### src/rtl/agu_pkg.sv
// Package: modify codes and helpers shared by the address generator.
// Assumes byte addresses of AGU_AW bits with word-aligned accesses.
package agu_pkg;
    localparam int AGU_AW = 16;

    typedef enum logic [2:0] {
        PM_NONE   = 3'b000,
        PM_INC2   = 3'b001,
        PM_DEC2   = 3'b010,
        PM_ADDOFS = 3'b011,
        PM_SUBOFS = 3'b100
    } pmod_e;

    // True when a code changes the pointer.
    function automatic logic pmod_changes(input logic [2:0] code);
        return (code == PM_INC2) || (code == PM_DEC2) ||
               (code == PM_ADDOFS) || (code == PM_SUBOFS);
    endfunction
endpackage

### src/rtl/agu_ptr_update.sv
// Post-modify unit for one pointer: emits the aligned address taken from the
// old value, and the next pointer value. Purely combinational.
// Assumes codes outside the defined set mean "no change".
module agu_ptr_update
    import agu_pkg::*;
#(
    parameter int AW = 16
) (
    input  logic [AW-1:0] ptr_i,
    input  logic [AW-1:0] ofs0_i,
    input  logic [AW-1:0] ofs1_i,
    input  logic          ofs_sel_i,
    input  logic [2:0]    mode_i,
    output logic [AW-1:0] addr_o,
    output logic [AW-1:0] next_o,
    output logic          change_o
);
    localparam logic [AW-1:0] STEP = AW'(2);

    logic [AW-1:0] ofs;

    // Pick the offset register of this pointer's pair.
    always_comb ofs = ofs_sel_i ? ofs1_i : ofs0_i;

    // Address is the old pointer, word aligned.
    always_comb addr_o = {ptr_i[AW-1:1], 1'b0};

    // Next pointer value, modulo 2^AW.
    always_comb begin
        unique case (mode_i)
            PM_INC2:   next_o = ptr_i + STEP;
            PM_DEC2:   next_o = ptr_i - STEP;
            PM_ADDOFS: next_o = ptr_i + ofs;
            PM_SUBOFS: next_o = ptr_i - ofs;
            default:   next_o = ptr_i;
        endcase
    end

    // Flag whether the code modifies the pointer.
    always_comb change_o = pmod_changes(mode_i);
endmodule

### src/rtl/agu_window_check.sv
// Window check for the index pointer: flags an address outside
// [BASE, BASE+SIZE) with wrap-around arithmetic. Bypass forces "inside".
// Assumes SIZE <= 2^AW; SIZE of zero makes every address outside.
module agu_window_check #(
    parameter int          AW   = 16,
    parameter logic [AW-1:0] BASE = 16'hF600,
    parameter logic [AW-1:0] SIZE = 16'h0200
) (
    input  logic [AW-1:0] addr_i,
    input  logic          bypass_i,
    output logic          outside_o
);
    logic [AW-1:0] rel;

    // Offset of the address from the window base, wrapping.
    always_comb rel = addr_i - BASE;

    // Outside when the offset reaches the window size, unless bypassed.
    always_comb outside_o = !bypass_i && (rel >= SIZE);
endmodule

### src/rtl/agu_wb_stage.sv
// One-cycle delay that presents the general pointer write-back in the
// execute stage. Assumes inputs are the registered decode-stage results.
module agu_wb_stage #(
    parameter int AW = 16,
    parameter int SW = 4
) (
    input  logic          clk,
    input  logic          rst_n,
    input  logic          vld_i,
    input  logic          change_i,
    input  logic [SW-1:0] sel_i,
    input  logic [AW-1:0] data_i,
    output logic          we_o,
    output logic [SW-1:0] sel_o,
    output logic [AW-1:0] data_o
);
    // Register the write-back request one stage later.
    always_ff @(posedge clk) begin
        if (!rst_n) begin
            we_o   <= 1'b0;
            sel_o  <= '0;
            data_o <= '0;
        end else begin
            we_o   <= vld_i && change_i;
            sel_o  <= sel_i;
            data_o <= data_i;
        end
    end

    assert_wb_data_kept_R6: assert property (@(posedge clk) disable iff (!rst_n)
        we_o |-> (data_o == $past(data_i)) && (sel_o == $past(sel_i)));
endmodule

### src/rtl/dual_ptr_agu.sv
// Dual-pointer post-modify address generator. One issue yields a general
// pointer address and an index pointer address in the next cycle. It also
// yields the index update in that same cycle, and the general update one
// cycle after that. Assumes register contents come from outside the block.
module dual_ptr_agu #(
    parameter int          AW       = agu_pkg::AGU_AW,
    parameter int          GP_NUM   = 16,
    parameter logic [AW-1:0] IDX_BASE = 16'hF600,
    parameter logic [AW-1:0] IDX_SIZE = 16'h0200
) (
    input  logic                      clk,
    input  logic                      rst_n,
    input  logic                      issue_i,
    input  logic                      cmov_i,
    input  logic [$clog2(GP_NUM)-1:0] gp_sel_i,
    input  logic [AW-1:0]             gp_val_i,
    input  logic [2:0]                gp_mode_i,
    input  logic                      gp_ofs_sel_i,
    input  logic [AW-1:0]             gp_ofs0_i,
    input  logic [AW-1:0]             gp_ofs1_i,
    input  logic                      ix_sel_i,
    input  logic [AW-1:0]             ix0_i,
    input  logic [AW-1:0]             ix1_i,
    input  logic [2:0]                ix_mode_i,
    input  logic                      ix_ofs_sel_i,
    input  logic [AW-1:0]             ix_ofs0_i,
    input  logic [AW-1:0]             ix_ofs1_i,
    output logic                      addr_vld_o,
    output logic [AW-1:0]             gp_addr_o,
    output logic [AW-1:0]             ix_addr_o,
    output logic                      range_err_o,
    output logic                      ix_we_o,
    output logic                      ix_wsel_o,
    output logic [AW-1:0]             ix_wdata_o,
    output logic                      gp_we_o,
    output logic [$clog2(GP_NUM)-1:0] gp_wsel_o,
    output logic [AW-1:0]             gp_wdata_o
);
    localparam int SW = $clog2(GP_NUM);

    logic [AW-1:0] ix_ptr;
    logic [AW-1:0] gp_addr_c, gp_next_c, ix_addr_c, ix_next_c;
    logic          gp_chg_c, ix_chg_c, ix_out_c;
    logic [AW-1:0] gp_next_q;
    logic          gp_chg_q;
    logic [SW-1:0] gp_sel_q;

    // Select the active index register.
    always_comb ix_ptr = ix_sel_i ? ix1_i : ix0_i;

    agu_ptr_update #(.AW(AW)) u_gp_upd (
        .ptr_i(gp_val_i), .ofs0_i(gp_ofs0_i), .ofs1_i(gp_ofs1_i),
        .ofs_sel_i(gp_ofs_sel_i), .mode_i(gp_mode_i),
        .addr_o(gp_addr_c), .next_o(gp_next_c), .change_o(gp_chg_c));

    agu_ptr_update #(.AW(AW)) u_ix_upd (
        .ptr_i(ix_ptr), .ofs0_i(ix_ofs0_i), .ofs1_i(ix_ofs1_i),
        .ofs_sel_i(ix_ofs_sel_i), .mode_i(ix_mode_i),
        .addr_o(ix_addr_c), .next_o(ix_next_c), .change_o(ix_chg_c));

    agu_window_check #(.AW(AW), .BASE(IDX_BASE), .SIZE(IDX_SIZE)) u_win (
        .addr_i(ix_addr_c), .bypass_i(cmov_i), .outside_o(ix_out_c));

    // Decode stage: register addresses, error and the index update.
    always_ff @(posedge clk) begin
        if (!rst_n) begin
            addr_vld_o  <= 1'b0;
            gp_addr_o   <= '0;
            ix_addr_o   <= '0;
            range_err_o <= 1'b0;
            ix_we_o     <= 1'b0;
            ix_wsel_o   <= 1'b0;
            ix_wdata_o  <= '0;
            gp_next_q   <= '0;
            gp_chg_q    <= 1'b0;
            gp_sel_q    <= '0;
        end else begin
            addr_vld_o  <= issue_i;
            gp_addr_o   <= gp_addr_c;
            ix_addr_o   <= ix_addr_c;
            range_err_o <= issue_i && ix_out_c;
            ix_we_o     <= issue_i && ix_chg_c && !ix_out_c;
            ix_wsel_o   <= ix_sel_i;
            ix_wdata_o  <= ix_next_c;
            gp_next_q   <= gp_next_c;
            gp_chg_q    <= gp_chg_c;
            gp_sel_q    <= gp_sel_i;
        end
    end

    agu_wb_stage #(.AW(AW), .SW(SW)) u_gp_wb (
        .clk(clk), .rst_n(rst_n), .vld_i(addr_vld_o), .change_i(gp_chg_q),
        .sel_i(gp_sel_q), .data_i(gp_next_q),
        .we_o(gp_we_o), .sel_o(gp_wsel_o), .data_o(gp_wdata_o));

    assert_vld_follows_issue_R1: assert property (@(posedge clk) disable iff (!rst_n)
        ($past(rst_n) && $past(issue_i)) |-> addr_vld_o);
    assert_addr_aligned_R2: assert property (@(posedge clk) disable iff (!rst_n)
        addr_vld_o |-> (!gp_addr_o[0] && !ix_addr_o[0]));
    assert_ix_we_needs_issue_R5: assert property (@(posedge clk) disable iff (!rst_n)
        ix_we_o |-> addr_vld_o);
    assert_gp_wb_lag_R6: assert property (@(posedge clk) disable iff (!rst_n)
        gp_we_o |-> $past(addr_vld_o));
    assert_err_blocks_update_R7: assert property (@(posedge clk) disable iff (!rst_n)
        range_err_o |-> (!ix_we_o && addr_vld_o));
    assert_cmov_no_err_R8: assert property (@(posedge clk) disable iff (!rst_n)
        ($past(rst_n) && $past(issue_i && cmov_i)) |-> !range_err_o);
endmodule

### config.mk
export PLATFORM = sky130hd
export DESIGN_NAME = dual_ptr_agu
export DESIGN_NICKNAME = d
export VERILOG_FILES = /design/src/rtl/agu_pkg.sv /design/src/rtl/agu_ptr_update.sv /design/src/rtl/agu_window_check.sv /design/src/rtl/agu_wb_stage.sv /design/src/rtl/dual_ptr_agu.sv
export SDC_FILE = /design/constraint.sdc
export NUM_CORES = 1
export LEC_CHECK = 0
export ABC_AREA = 1
export BUFFER_PORTS_ARGS = -buffer_cell sky130_fd_sc_hd__buf_4
export CORE_UTILIZATION = 51
export CTS_BUF_LIST = sky130_fd_sc_hd__clkbuf_16
export DETAILED_ROUTE_END_ITERATION = 8
export HOLD_SLACK_MARGIN = 0.1
export PLACE_DENSITY_LB_ADDON = 0.15
export SETUP_SLACK_MARGIN = 0.1
export SLEW_MARGIN = 20
export SYNTH_ARGS = -nofsm -noshare
export SYNTH_HDL_FRONTEND = slang
export SYNTH_HIERARCHICAL = 1
export SYNTH_SLANG_ARGS = --single-unit
### constraint.sdc
create_clock -name clk -period 4 [get_ports clk]
set_clock_uncertainty 0.15 [all_clocks]
set_input_delay 0.2 -clock clk [delete_from_list [all_inputs] [get_ports clk]]
set_output_delay 0.2 -clock clk [all_outputs]
set_load 0.02 [all_outputs]
After elaboration in Yosys (flattened, before gate mapping)
Index checks and enable logic that the tools add are counted.
Word-level totals
  bits of input ports: 129
  bits in registers: 94
  output and inout bits: 73
Cells by class
  add/sub/neg operators: 9
  equality and inequality tests: 8
  magnitude comparators: 1
  multiplexer cells: 5
  reductions and logical operators: 13
Operator list (number)
  one-hot mux 16 bit (4 select lines): 2
  2-to-1 mux 16 bit: 3
  adder 16 bit: 2
  adder 16 x 2 -> 16 bit, second input constant: 2
  subtractor 16 bit: 2
  subtractor 16 x 2 -> 16 bit, second input constant: 2
  >= comparator 16 x 10 -> 1 bit, second input constant: 1
  subtractor 16 bit, second input constant: 1
  equality test 3 x 2 -> 1 bit, second input constant: 4
  equality test 3 x 1 -> 1 bit, second input constant: 2
  equality test 3 bit, second input constant: 2
  logical OR 1 bit: 6
  logical AND 1 bit: 5
  logical NOT 1 bit: 2

Longest topological paths before layout
  depth after elaboration: 6
  gate-level depth with buffers: 23

Hierarchy
Netlist, hierarchy kept.
By module, submodules not included
  agu_ptr_update (u_gp_upd): cells each 536, seq. area each 0.0 um^2, instances 1, area each 2861.5 um^2
  agu_ptr_update (u_ix_upd): cells each 522, seq. area each 0.0 um^2, instances 1, area each 2743.9 um^2
  dual_ptr_agu: cells each 279, seq. area each 1461.4 um^2, instances 1, area each 2314.7 um^2
  agu_wb_stage: cells each 66, seq. area each 420.4 um^2, instances 1, area each 604.3 um^2
  agu_window_check: cells each 22, seq. area each 0.0 um^2, instances 1, area each 100.1 um^2

Worst setup path after synthesis
No wires, ideal clock.
  kind: input-to-reg
  start: in ix_ofs_sel_i
  end: reg ix_wdata_o[15]
  setup time: 0.109 ns
  stages: 20
  arrival time: 2.521 ns
  path slack: 1.220 ns
  cells stage by stage: buf_6 -> o21ai_0 -> ha_1 -> nand3_1 -> nor2_1 -> nand2_1 -> o21ai_2 -> nand2_1 -> xor2_1 -> ha_1 -> inv_1 -> nor3_1 -> nor3b_1 -> nand2_1 -> nand2_1 -> nand3_1 -> nand3_1 -> nand3_1 -> nand2_1 -> inv_1
Between the ends
  word-level cells in the longest chain between the ends: 3
Ends and longest elaborated chain
  start: declaration: RTL line dual_ptr_agu.sv:25  | input logic ix_ofs_sel_i,
  2-to-1 mux 16 bit *: RTL line agu_ptr_update.sv:23  | always_comb ofs = ofs_sel_i ? ofs1_i : ofs0_i;
  subtractor 16 bit / adder 16 bit (equally long branches): RTL line agu_ptr_update.sv:34, agu_ptr_update.sv:33
  one-hot mux 16 bit (4 select lines) *: RTL line agu_ptr_update.sv:30  | unique case (mode_i)
  named net ix_next_c[15]: RTL line dual_ptr_agu.sv:42  | logic [AW-1:0] gp_addr_c, gp_next_c, ix_addr_c, ix_next_c;
  end signal: assignment: RTL line dual_ptr_agu.sv:84  | ix_wdata_o <= ix_next_c;
  end: declaration: RTL line dual_ptr_agu.sv:34  | output logic [AW-1:0] ix_wdata_o,
The timed path passes the listed nets; every way through them passes the cells marked *.
A chain may end at the register's enable or synchronous reset.

Worst setup path after layout
  start: in gp_ofs_sel_i
  end: reg gp_next_q[15]
Between the ends
  word-level cells in the longest chain between the ends: 3
Ends and longest elaborated chain
  start: declaration: RTL line dual_ptr_agu.sv:18  | input logic gp_ofs_sel_i,
  2-to-1 mux 16 bit *: RTL line agu_ptr_update.sv:23
  subtractor 16 bit / adder 16 bit (equally long branches): RTL line agu_ptr_update.sv:34, agu_ptr_update.sv:33
  one-hot mux 16 bit (4 select lines) *: RTL line agu_ptr_update.sv:30
  named net gp_next_c[15]: RTL line dual_ptr_agu.sv:42
  end signal: assignment: RTL line dual_ptr_agu.sv:85  | gp_next_q <= gp_next_c;
  end: declaration: RTL line dual_ptr_agu.sv:44  | logic [AW-1:0] gp_next_q;
Marks and branches as above.

==> flow_metrics.env <==
export IMPL_ys_flop_type="dfxtp_1"
export IMPL_grt_max_degree=93
export IMPL_insertion_delay_ps=350
export IMPL_cts_max_level=3
export IMPL_drtIter0Drc=662
export IMPL_cts_path_max_buffers=2
export IMPL_max_stage_delay_ps=380
export IMPL_r2r_end="u_gp_wb/data_o[14]$_SDFF_PN0_"
export IMPL_io_buffer_count=201
export IMPL_reg2reg_slack_ps=3280
export IMPL_drtAntennaViolNets=0
export IMPL_peakVddDrop_v=0.0002224
export IMPL_min_to="ix_addr_o[8]$_SDFF_PN0_"
export IMPL_cp_slowest_cell="inv_2"
export IMPL_leakage_uw=0.006319
export IMPL_core_area_sq_um=16520
export IMPL_whs_ps=128.0
export IMPL_dp_hpwl_um=19090
export IMPL_drtPass1Iterations=7
export IMPL_cp_required_ps=4100
export IMPL_fp_dieW_um=132.0
export IMPL_setup_viol=0
export IMPL_timing_final_crit_share_pct=80.44
export IMPL_rows=47
export IMPL_vias_per_cell=4.915
export IMPL_dpl_cell_area_sq_um=9871
export IMPL_synth_cells=1425
export IMPL_min_path_type="input pin to flop"
export IMPL_yosysUniqueCellTypes=43
export IMPL_cts_repair_resized=0
export IMPL_cp_common_cell="nand2_1"
export IMPL_status="completed"
export IMPL_end_kind="flop"
export IMPL_pin_count=202
export IMPL_grt_util_met2_pct=47.53
export IMPL_final_min_clock_period_ps=3217
export IMPL_synth_top_area_share_pct=22.37
export IMPL_combPwrFrac_pct=40.2
export IMPL_die_height_um=132.0
export IMPL_grt_pass1_vias=8198
export IMPL_tns_ps=0
export IMPL_root_buffer="clkbuf_16"
export IMPL_grt_busiest_layer="met2"
export IMPL_clkPwrFrac_pct=27.1
export IMPL_syn_nets=1617
export IMPL_synth_async_reset_ratio_pct=0
export IMPL_power_switching_uw=1213
export IMPL_syn_area_per_cell_sq_um=6.052
export IMPL_grt_setup_unrepaired="false"
export IMPL_fin_nets=1791
export IMPL_ys_warn_count=6
export IMPL_p_seq_share_pct=32.7
export IMPL_wl_per_cell_um=13.12
export IMPL_cts_made_buffers=9
export IMPL_synth_area_leaders="nand2_1 22%, dfxtp_1 22%, inv_1 10%"
export IMPL_start_util_pct=52.19
export IMPL_cp_start_kind="input pin"
export IMPL_grt_pass1_wl_um=39000
export IMPL_slew_headroom_pct=39.06
export IMPL_antenna_found_initial=0
export IMPL_die_area_sq_um=17430
export IMPL_clk_pin_slew_ps=80
export IMPL_p_sw_share_pct=38.54
export IMPL_synth_area_sq_um=8625
export IMPL_clkSinkCount=94
export IMPL_ys_ff_latch=94
export IMPL_cts_tree="done"
export IMPL_grtUsageMet3_pct=4.806
export IMPL_worstPathCellList="buf_4 -> inv_2 -> nand2_1 -> nand2_1 -> ha_1 -> nand3_2 -> nor2_2 -> nand2_2 -> nor2_1 -> a21oi_1 -> xor2_1 -> ha_1 -> nand2_1 -> nor3_1 -> and2_1 -> nand2_1 -> nand2_1 -> nand3_1 -> nand3_1 -> nand3_1 -> nand2_1 -> inv_1"
export IMPL_gp_congestion=0.9912
export IMPL_drt_total_wl_um=23930
export IMPL_grtUsageMet1_pct=34.64
export IMPL_drive_gt1_share_pct=17.14
export IMPL_ys_seq_area_share_pct=21.82
export IMPL_intPower_uw=1934
export IMPL_timing_hold_violations_final=0
export IMPL_crit_type="input pin to flop"
export IMPL_hold_start="ix0_i[8]"
export IMPL_grt_total_usage_pct=27.45
export IMPL_cp_data_arrival_time_ps=3320
export IMPL_area_growth_pct=20.46
export IMPL_r2r_start="gp_next_q[14]$_SDFF_PN0_"
export IMPL_fmax_mhz=310.8
export IMPL_synth_edf_count=0
export IMPL_crit_fanout=30
export IMPL_design_area_sq_um=10390
export IMPL_drv_slew=0
export IMPL_cap_viol_max_count=0
export IMPL_rr_worst_depth=2
export IMPL_p_per_area_nw_per_um2=302.9
export IMPL_drc=0
export IMPL_gr_total_overflow=0
export IMPL_hold_depth=5
export IMPL_vias=8965
export IMPL_yosys_area_top_type="nand2_1"
export IMPL_antennaDiodeCount=0
export IMPL_tightest_slew_ps=914.1
-- power groups by stage --
stage | registers (uW) | clock network, uW | logic [uW]
5_1_grt | 1040 | 910 | 1420
6_report | 1030 | 853 | 1260
3_5_place_dp | 1050 | 0 | 1230
2_1_floorplan | 1120 | 0 | 822
4_1_cts | 1030 | 874 | 1260
3_3_place_gp | 1050 | 0 | 1220
-- how the worst max path moves through the flow --
stage               slack (ps)          from                         to  depth (start not counted)
finish                     780  gp_ofs_sel_i   gp_next_q[15]$_SDFF_PN0_                         22
global route               360  gp_ofs_sel_i   gp_next_q[15]$_SDFF_PN0_                         23
CTS                        790  gp_ofs_sel_i   gp_next_q[15]$_SDFF_PN0_                         22
detailed placement         420  gp_ofs_sel_i   gp_next_q[15]$_SDFF_PN0_                         22
global placement           460  gp_ofs_sel_i   gp_next_q[15]$_SDFF_PN0_                         22
floorplan                 1220  ix_ofs_sel_i  ix_wdata_o[15]$_SDFF_PN0_                         20
-- cells by family (layout without fill, tap and decap cells) --
group / Yosys count / in the layout / synth area share [%]
xor+xnor: 33 / 33 / 3.351
compound gates: 163 / 163 / 10.85
buf+inv: 306 / 485 / 17.02
other cells: 2 / 2 / 0.08708
flops: 94 / 94 / 21.82
simple gates: 764 / 764 / 37.39
fa+ha+maj: 63 / 63 / 9.488
-- routing by layer --
layer  vias up  wire length [um]
met3        34              1509
met2       300             11130
met5         -                 0
li1       4729                 -
met4         0               503
met1      3902             10790
-- cell usage after synthesis (6+ instances only) --
master / n
a21o_1: 8
a21oi_1: 71
buf_4: 39
buf_6: 20
dfxtp_1: 94
ha_1: 59
inv_1: 233
inv_2: 8
nand2_1: 514
nand2_2: 18
nand3_1: 107
nand3b_1: 6
nor2_1: 79
nor3_1: 9
o21ai_0: 46
o21ai_1: 7
o21bai_1: 9
xor2_1: 29
-- per-stage QoR --
step / setup WS [ps] / util (%) / total power [uW] / cells
2_1_floorplan: 1220 / - / 1937 / 1425
3_3_place_gp: 455.1 / 59.73 / 2269 / 1785
3_5_place_dp: 418.7 / 59.73 / 2282 / 1785
4_1_cts: 788.6 / 62.87 / 3159 / 1824
5_1_grt: 358.0 / 62.87 / 3365 / 1824
6_report: 782.6 / 62.87 / 3147 / 1824
-- flip-flops by register name, indices dropped and copies added, names as in the netlist, 4 cells and up --
register	count
u_gp_wb/sel_o	4
ix_wdata_o	16
gp_sel_q	4
gp_next_q	16
ix_addr_o	16
gp_addr_o	16
u_gp_wb/data_o	16
-- worst max-delay path: cells and delay by family --
family	cells	cell delay (ps)
xor+xnor	1	170
buf+inv	3	640
simple gates	15	1640
compound gates	1	80
fa+ha+maj	2	570
-- cells in the final DEF, fill, tap and decap left out, types with 2 or more instances in the layout --
master / synthesis / routed
or2_2: 3 / 3
fa_1: 4 / 4
a21oi_2: 2 / 2
xor2_1: 29 / 29
nand2_4: 5 / 5
nand2_1: 514 / 514
dlygate4sd3_1: 0 / 23
a21oi_1: 71 / 71
inv_1: 233 / 233
o21ai_4: 2 / 2
nand4_1: 4 / 4
o21a_1: 2 / 2
a21o_1: 8 / 8
o21ai_2: 3 / 3
xnor2_1: 4 / 4
nand2_2: 18 / 18
o221ai_1: 3 / 3
and2_1: 4 / 4
nand3b_1: 6 / 6
inv_4: 2 / 2
o211ai_1: 4 / 4
o21bai_1: 9 / 9
o21ai_0: 46 / 46
clkbuf_16: 0 / 9
a31oi_1: 5 / 5
o21ai_1: 7 / 7
nor2_4: 5 / 5
buf_4: 39 / 201
nand3_2: 3 / 3
inv_6: 1 / 4
ha_1: 59 / 59
nand3_1: 107 / 107
inv_8: 0 / 2
nor2_1: 79 / 79
dfxtp_1: 94 / 94
conb_1: 2 / 2
nor3_1: 9 / 9
inv_2: 8 / 8
nor2_2: 5 / 5
-- what timing repair did --
item / in CTS / in global routing
hold buffers: 23 / 0
endpoints found under the hold margin: 38 / 0
buffers inserted: 0 / 0
-- cell type report --
| class | count | area [sq um] |
|---|---|---|
| clock buffer | 9 | 225.2 |
| clock inverter | 7 | 62.56 |
| fill | 1621 | 6136 |
| inverter | 245 | 929.6 |
| multi-input combinational | 1025 | 5275 |
| sequential | 94 | 1882 |
| tap | 220 | 275.3 |
| timing repair buffer | 224 | 1739 |
Power figures use the tool's default switching activity.
